[src/rtl/tagalu_pkg.sv]
package tagalu_pkg;
    typedef enum logic [1:0] {
        ST_IDLE  = 2'd0,
        ST_WRITE = 2'd1,
        ST_TRAP  = 2'd2
    } tag_state_e;

    typedef struct packed {
        logic n;
        logic z;
        logic v;
        logic c;
    } cc_t;
endpackage

[src/rtl/tagalu_opsel.sv]
module tagalu_opsel #(
    parameter int DATA_W = 64,
    parameter int IMM_W  = 13
) (
    input  logic [DATA_W-1:0] op_b,
    input  logic [IMM_W-1:0]  imm,
    input  logic              use_imm,
    input  logic              is_sub,
    output logic [DATA_W-1:0] b_sel,
    output logic [DATA_W-1:0] b_eff,
    output logic              cin
);
    localparam int EXT_W = DATA_W - IMM_W;

    logic [DATA_W-1:0] imm_ext;

    always_comb begin
        imm_ext = {{EXT_W{imm[IMM_W-1]}}, imm};
        b_sel   = use_imm ? imm_ext : op_b;
        b_eff   = is_sub ? ~b_sel : b_sel;
        cin     = is_sub;
    end
endmodule

[src/rtl/tagalu_core.sv]
module tagalu_core
    import tagalu_pkg::*;
#(
    parameter int DATA_W   = 64,
    parameter int NARROW_W = 32,
    parameter int TAG_W    = 2
) (
    input  logic [DATA_W-1:0] op_a,
    input  logic [DATA_W-1:0] b_sel,
    input  logic [DATA_W-1:0] b_eff,
    input  logic              cin,
    input  logic              is_sub,
    output logic [DATA_W-1:0] sum,
    output cc_t               cc_n,
    output cc_t               cc_w,
    output logic              tag_ov
);
    localparam int NMSB = NARROW_W - 1;
    localparam int WMSB = DATA_W - 1;

    logic [DATA_W:0] full;
    logic            carry_n;
    logic            ovf_n;
    logic            ovf_w;
    logic            tag_bits;

    always_comb begin
        full     = {1'b0, op_a} + {1'b0, b_eff} + {{DATA_W{1'b0}}, cin};
        sum      = full[DATA_W-1:0];
        // carry into bit NARROW_W recovered from the sum bit there
        carry_n  = op_a[NARROW_W] ^ b_eff[NARROW_W] ^ full[NARROW_W];
        ovf_n    = (op_a[NMSB] == b_eff[NMSB]) && (full[NMSB] != op_a[NMSB]);
        ovf_w    = (op_a[WMSB] == b_eff[WMSB]) && (full[WMSB] != op_a[WMSB]);
        tag_bits = (|op_a[TAG_W-1:0]) | (|b_sel[TAG_W-1:0]);
        tag_ov   = tag_bits | ovf_n;

        cc_n.n = full[NMSB];
        cc_n.z = ~|full[NMSB:0];
        cc_n.v = tag_ov;
        cc_n.c = carry_n ^ is_sub;

        cc_w.n = full[WMSB];
        cc_w.z = ~|full[WMSB:0];
        cc_w.v = ovf_w;
        cc_w.c = full[DATA_W] ^ is_sub;
    end
endmodule

[src/rtl/tagalu.sv]
module tagalu
    import tagalu_pkg::*;
#(
    parameter int DATA_W   = 64,
    parameter int NARROW_W = 32,
    parameter int IMM_W    = 13,
    parameter int TAG_W    = 2
) (
    input  logic              clk,
    input  logic              rst_n,
    input  logic              valid,
    input  logic              is_sub,
    input  logic              trap_mode,
    input  logic              use_imm,
    input  logic [DATA_W-1:0] op_a,
    input  logic [DATA_W-1:0] op_b,
    input  logic [IMM_W-1:0]  imm,
    output logic [DATA_W-1:0] result,
    output logic [3:0]        icc,
    output logic [3:0]        xcc,
    output logic              wr_en,
    output logic              trap
);
    tag_state_e        state_q, state_d;
    logic [DATA_W-1:0] b_sel, b_eff, sum;
    logic              cin, tag_ov;
    cc_t               cc_n, cc_w, icc_q, xcc_q;
    logic [DATA_W-1:0] res_q;

    tagalu_opsel #(.DATA_W(DATA_W), .IMM_W(IMM_W)) u_opsel (
        .op_b    (op_b),
        .imm     (imm),
        .use_imm (use_imm),
        .is_sub  (is_sub),
        .b_sel   (b_sel),
        .b_eff   (b_eff),
        .cin     (cin)
    );

    tagalu_core #(.DATA_W(DATA_W), .NARROW_W(NARROW_W), .TAG_W(TAG_W)) u_core (
        .op_a    (op_a),
        .b_sel   (b_sel),
        .b_eff   (b_eff),
        .cin     (cin),
        .is_sub  (is_sub),
        .sum     (sum),
        .cc_n    (cc_n),
        .cc_w    (cc_w),
        .tag_ov  (tag_ov)
    );

    always_comb begin
        if (!valid)
            state_d = ST_IDLE;
        else if (trap_mode && tag_ov)
            state_d = ST_TRAP;
        else
            state_d = ST_WRITE;
    end

    always_ff @(posedge clk or negedge rst_n) begin
        if (!rst_n) begin
            state_q <= ST_IDLE;
            res_q   <= '0;
            icc_q   <= '0;
            xcc_q   <= '0;
        end else begin
            state_q <= state_d;
            if (state_d == ST_WRITE) begin
                res_q <= sum;
                icc_q <= cc_n;
                xcc_q <= cc_w;
            end
        end
    end

    always_comb begin
        wr_en  = 1'b0;
        trap   = 1'b0;
        result = res_q;
        icc    = icc_q;
        xcc    = xcc_q;
        unique case (state_q)
            ST_IDLE:  ;
            ST_WRITE: wr_en = 1'b1;
            ST_TRAP:  trap  = 1'b1;
            default:  ;
        endcase
    end
endmodule

[config.mk]
export PLATFORM = sky130hd
export DESIGN_NAME = tagalu
export DESIGN_NICKNAME = d
export VERILOG_FILES = /design/src/rtl/tagalu_pkg.sv /design/src/rtl/tagalu_opsel.sv /design/src/rtl/tagalu_core.sv /design/src/rtl/tagalu.sv
export SDC_FILE = /design/constraint.sdc
export NUM_CORES = 1
export LEC_CHECK = 0
export BUFFER_PORTS_ARGS = -buffer_cell sky130_fd_sc_hd__buf_2
export CORE_MARGIN = 5
export CORE_UTILIZATION = 54
export CTS_CLUSTER_SIZE = 30
export DETAILED_ROUTE_END_ITERATION = 8
export PLACE_DENSITY = 0.86
export SLEW_MARGIN = 20
export SYNTH_ARGS = -nofsm -noshare
export SYNTH_HDL_FRONTEND = slang
export SYNTH_SLANG_ARGS = --single-unit
[constraint.sdc]
create_clock -name clk -period 0.8 [get_ports clk]
set_input_delay 0.24 -clock clk [delete_from_list [all_inputs] [get_ports clk]]
set_output_delay 0.24 -clock clk [all_outputs]
set_load 0.05 [all_outputs]
==> results by group, run 1 <==
Timing
  • Kind of the worst endpoint: register input
  • Grt repair worst endpoint: xcc[2]$_DFFE_PN0N_/D

Clock network
  • CTS Buf Count: 9
  • Clock root cell: clkbuf_16
  • Clock Tree Buf Depth: 2
  • CTS H-Tree Depth: 3
  • TritonCTS Sinks: 72

Synth
  • Synth cell types: 70
  • Number of flops mapped to enable cells by yosys: 0
  • Synth area leaders: dfrtp_1, ha_1, xnor2_1, a21oi_1, nand2_1
  • Post-synth top area cell: dfrtp_1
  • Synth top area share: 22.6%
  • Top_reg_cell synth: dfrtp_1
  • Part of the Yosys area used for sequential elements: 22.6%
  • Cell Area, Synth: 0.00796 mm²
  • Flip-flop and latch count after synthesis: 72
  • Gate Count Post-Synth: 1019
  • Syn_nets: 1236
  • Syn_area_per_cell: 7.82 µm²
  • Post-synth ARST share: 100%
  • Yosys warns: 0

Placement
  • Gp weighted congestion: 1.06
  • Hpwl dp: 27000 µm
  • IO buf count: 220
  • Placed Area: 0.0119 mm²
  • Dpl ws: -3.77 ns
  • Placed Instances: 1677

Status
  • Outcome: stopped before the end
  • Failing step: 5_1_grt
  • Log Error: [ERROR DPL-0038] Utilization greater than 100%, impossible to legalize

Floorplan
  • FP Rows: 44
  • Starting Density: 55.0%
  • Ports: 221
  • Die X: 131 µm
  • Die Span Y: 131 µm

GRT
  • Largest net degree at the start of global routing: 30
[timing repair]
item                                   in CTS
gates cloned                                4
hold buffers                                1
buffers inserted                           28
pin swaps                                  45
setup endpoints to repair                 146
resized for setup                         171
endpoints found under the hold margin      72
[metrics by stage]
step | TNS, ns | utilization (%)
after floorplan | -199.90 | -
after global placement | -226.72 | 82.4
after detailed placement | -239.02 | 82.4
after CTS | -227.59 | 91.5
[logic make-up after synthesis]
logic type,synth area share [%]
compound gates,26.3
simple gates,17.3
xor+xnor,13.2
buf+inv,4.12
flops,22.6
fa+ha+maj,11.1
mux,5.31
[synthesized netlist by cell type, drive strengths merged (4+ instances only)]
cell type,instances
dfrtp,72
mux2,21
and2,7
nand2,123
o21ai,92
inv,22
o311ai,6
nand3,16
clkbuf,53
o31ai,5
xnor2,96
nand2b,5
ha,69
or3,6
a21boi,4
a21o,26
nor2b,9
o21bai,14
nor3,15
a211oi,13
and3,4
nor4,10
a31oi,6
a21oi,129
xor2,24
o21a,8
buf,7
nand4,28
nor2,56
o211ai,6
mux2i,17
==> inputs of run 2 (changes only) <==
- CORE_UTILIZATION: 54 -> 40
- CTS_CLUSTER_SIZE: 30 -> not set
- PLACE_DENSITY: 0.86 -> not set
- PLACE_DENSITY_LB_ADDON: not set -> 0.15
==> results by group, run 2 <==
Status
  • Outcome: complete, but fails checks (was stopped before the end)
  • Failing checks: negative setup slack

Clock network
  • CTS Buf Count: 9 (unchanged)
  • Clock root cell: clkbuf_16 (unchanged)
  • TritonCTS Sinks: 72 (unchanged)
  • Clock transition at path regs: 0.06 ns
  • CTS H-Tree Depth: 3 (unchanged)
  • Clock Tree Buf Depth: 2 (unchanged)
  • Later-pin clock latency in the skew report: 0.33 ns
  • CTS tree: built

Power and ir drop
  • Power Dens Cells: 2550 mW/mm²
  • Worst vdd ir: 1.43 mV
  • Leakage power: 7.19 nW

GRT
  • GR Overflow Total: 0
  • Vias in the first global route: 10300
  • Initial antenna violation count: 0
  • Largest net degree at the start of global routing: 27
  • First-pass GRT wire length: 53700 µm
  • Overall Global Routing Usage: 29.9%

Critical path
  • CP Capture Point: xcc[2]
  • Crit. Startpoint: use_imm
  • R2R Path Start: result[41]
  • Register-to-Register Path Depth: 2
  • Startpoint Class: primary input
  • Worst reg2reg setup slack: -0.14 ns
  • Crit path DAT: 4.27 ns
  • Crit. End Element: flop
  • Kind of critical path: in -> reg
  • CP max FO: 7
  • CP required: 1.05 ns
  • Reg2reg end: result[41]

Finish
  • Fillers: 1375
  • Most frequent cells in the layout: buf_4, buf_2, a21oi_1
  • Layout cells sized above 1: 58.7%
  • Utilization after layout: 76.9%
  • Post-layout nets: 1857
  • Layout area overhead: 88.5%
  • Antenna Diode Count: 0
  • Commonest non-fill, non-tap cell in the layout: buf_4
  • Largest register FFs: 63

Synth
  • Post-synth ARST share: 100% (unchanged)
  • Synth top area share: 22.6% (unchanged)
  • Syn_nets: 1236 (unchanged)
  • Part of the Yosys area used for sequential elements: 22.6% (unchanged)
  • Top_reg_cell synth: dfrtp_1 (unchanged)
  • Flip-flop and latch count after synthesis: 72 (unchanged)
  • Count leader, synth: a21oi_1 (unchanged)
  • Synth cell types: 70 (unchanged)
  • Cell Area, Synth: 0.00796 mm² (unchanged)
  • Number of flops mapped to enable cells by yosys: 0 (unchanged)
  • Post-synth top area cell: dfrtp_1 (unchanged)
  • Synth area leaders: dfrtp_1, ha_1, xnor2_1, a21oi_1, nand2_1 (unchanged)
  • Syn_area_per_cell: 7.82 µm² (unchanged)
  • Gate Count Post-Synth: 1019 (unchanged)
  • Yosys warns: 0 (unchanged)
  • Commonest cells post-synth: a21oi_1, nand2_1, xnor2_1, o21ai_0, dfrtp_1 (unchanged)

Placement
  • Gp weighted congestion: 0.954 (was 1.06)
  • Hpwl dp: 25500 µm (was 27000 µm)
  • IO buf count: 220 (unchanged)

Timing
  • Fin Clk Skew: 0 ns
  • Worst slew pin tran: 0.482 ns
  • Hold WS: 0.203 ns
  • Max Freq: 0.249 GHz
  • Worst slew margin: 67.6%
  • Fin. max-slew vios: 0
  • Final Cycle Share: 502%
  • RSZ-0062 raised after global routing: true
  • Final Setup Violations: 146
  • Final min period: 4.01 ns
  • Hold Fails Final Rpt: 0
  • Final Worst Setup Slack: -3.21 ns

Drt
  • Routed Wire Length: 35800 µm
  • 1st-pass router iterations: 5
  • DRT iter0 DRCs: 684
  • WL per Instance: 18.7 µm
  • DRC: 0
  • Vias: 10300
  • Post-DR vias/cell: 5.40
  • Antenna Nets Post-Route: 0

Floorplan
  • Die area: 0.0228 mm²
  • Core area: 0.0195 mm²
  • Starting Density: 40.8% (was 55.0%)
  • Die X: 151 µm (was 131 µm)
  • Ports: 221 (unchanged)
  • FP Rows: 51 (was 44)
  • Die Span Y: 151 µm (was 131 µm)

Min path
  • Hold path cells: 3
  • Worst hold path type: in -> reg

Run
  • Number of max-cap violations: 0
[run 2: cell counts after synthesis]
Identical to the previous run, type by type.
[run 2: metal layers]
metal | track usage (%) | up-vias | routed length (µm)
li1 | - | 4952 | -
met1 | 40.6 | 4915 | 15600
met2 | 51.0 | 377 | 17100
met3 | 3.26 | 71 | 2170
met4 | 7.52 | 0 | 976
met5 | 0 | - | 0
[run 2: worst min-delay path by stage]
stage / start / end / slack [ns]
2_1_floorplan: rst_n / icc[0] / -0.06
3_3_place_gp: rst_n / state_q[1] / 0.12
3_5_place_dp: rst_n / state_q[1] / 0.12
4_1_cts: trap_mode / state_q[1] / 0.13
5_1_grt: trap_mode / state_q[1] / 0.21
6_report: trap_mode / state_q[1] / 0.20
[run 2: where the power goes]
| part | total [mW] | leakage [nW] | switching (mW) | internal [mW] |
|---|---|---|---|---|
| Clock | 4.45 | 0.152 | 1.72 | 2.73 |
| Sequential | 6.37 | 0.801 | 1.22 | 5.15 |
| Combinational | 27.5 | 6.24 | 14.2 | 13.2 |
| Total | 38.3 | 7.19 | 17.2 | 21.1 |
[run 2: cell type report]
cell class | count | area, µm² | share of cell area, %
multi-input combinational | 865 | 6910 | 46.0
timing repair buffer | 669 | 5470 | 36.5
sequential | 72 | 1890 | 12.6
tap | 265 | 332 | 2.21
clock buffer | 9 | 225 | 1.50
clock inverter | 7 | 93.8 | 0.625
inverter | 23 | 90.1 | 0.600
[run 2: per-stage QoR]
stage | cells | TNS (ns) | total power, mW | setup slack [ns] | cell area (µm²)
2_1_floorplan | 1019 | -199.90 | 18.5 | -3.02 | 8610
3_3_place_gp | 1793 | -236.27 | 27.0 | -3.90 | 12300
3_5_place_dp | 1793 | -237.36 | 27.2 | -3.85 | 12300
4_1_cts | 1882 | -234.02 | 36.1 | -3.02 | 14500
5_1_grt | 1910 | -247.24 | 40.0 | -3.32 | 15000
6_report | 1910 | -241.12 | 38.3 | -3.21 | 15000
[run 2: repair_timing]
action	in CTS	in global routing
hold buffers	1	0
gates cloned	11	0
endpoints found under the hold margin	11	0
setup buffers	62	38
pin swaps	80	47
resized for setup	300	104
setup endpoints to repair	146	146
[run 2: logic make-up (layout without fill, tap and decap cells)]
kind of cell / after synthesis / in the layout / share of synthesized area (%)
AO/OA/AOI/OAI: 343 / 343 / 26.3
AND/OR/NAND/NOR: 293 / 294 / 17.3
XOR/XNOR: 120 / 120 / 13.2
buffers and inverters: 83 / 708 / 4.12
flip-flops: 72 / 72 / 22.6
adder cells (fa/ha/maj): 70 / 70 / 11.1
multiplexers: 38 / 38 / 5.31
[run 2: critical path, cell delays in order]
cell and delay (ns):
buf_12 0.12, buf_8 0.13, mux2i_1 0.22, xnor2_1 0.11, ha_1 0.35, buf_4 0.15, o21a_1 0.10, o311a_1 0.16
o21a_1 0.24, buf_4 0.16, o311ai_1 0.27, buf_4 0.18, nand2_1 0.07, a21o_1 0.25, a31oi_1 0.33, xor2_1 0.36
nand2_1 0.13, nor4b_1 0.35, nand4_1 0.15, o31ai_2 0.18
No activity file was read; power rests on OpenSTA's default activity.
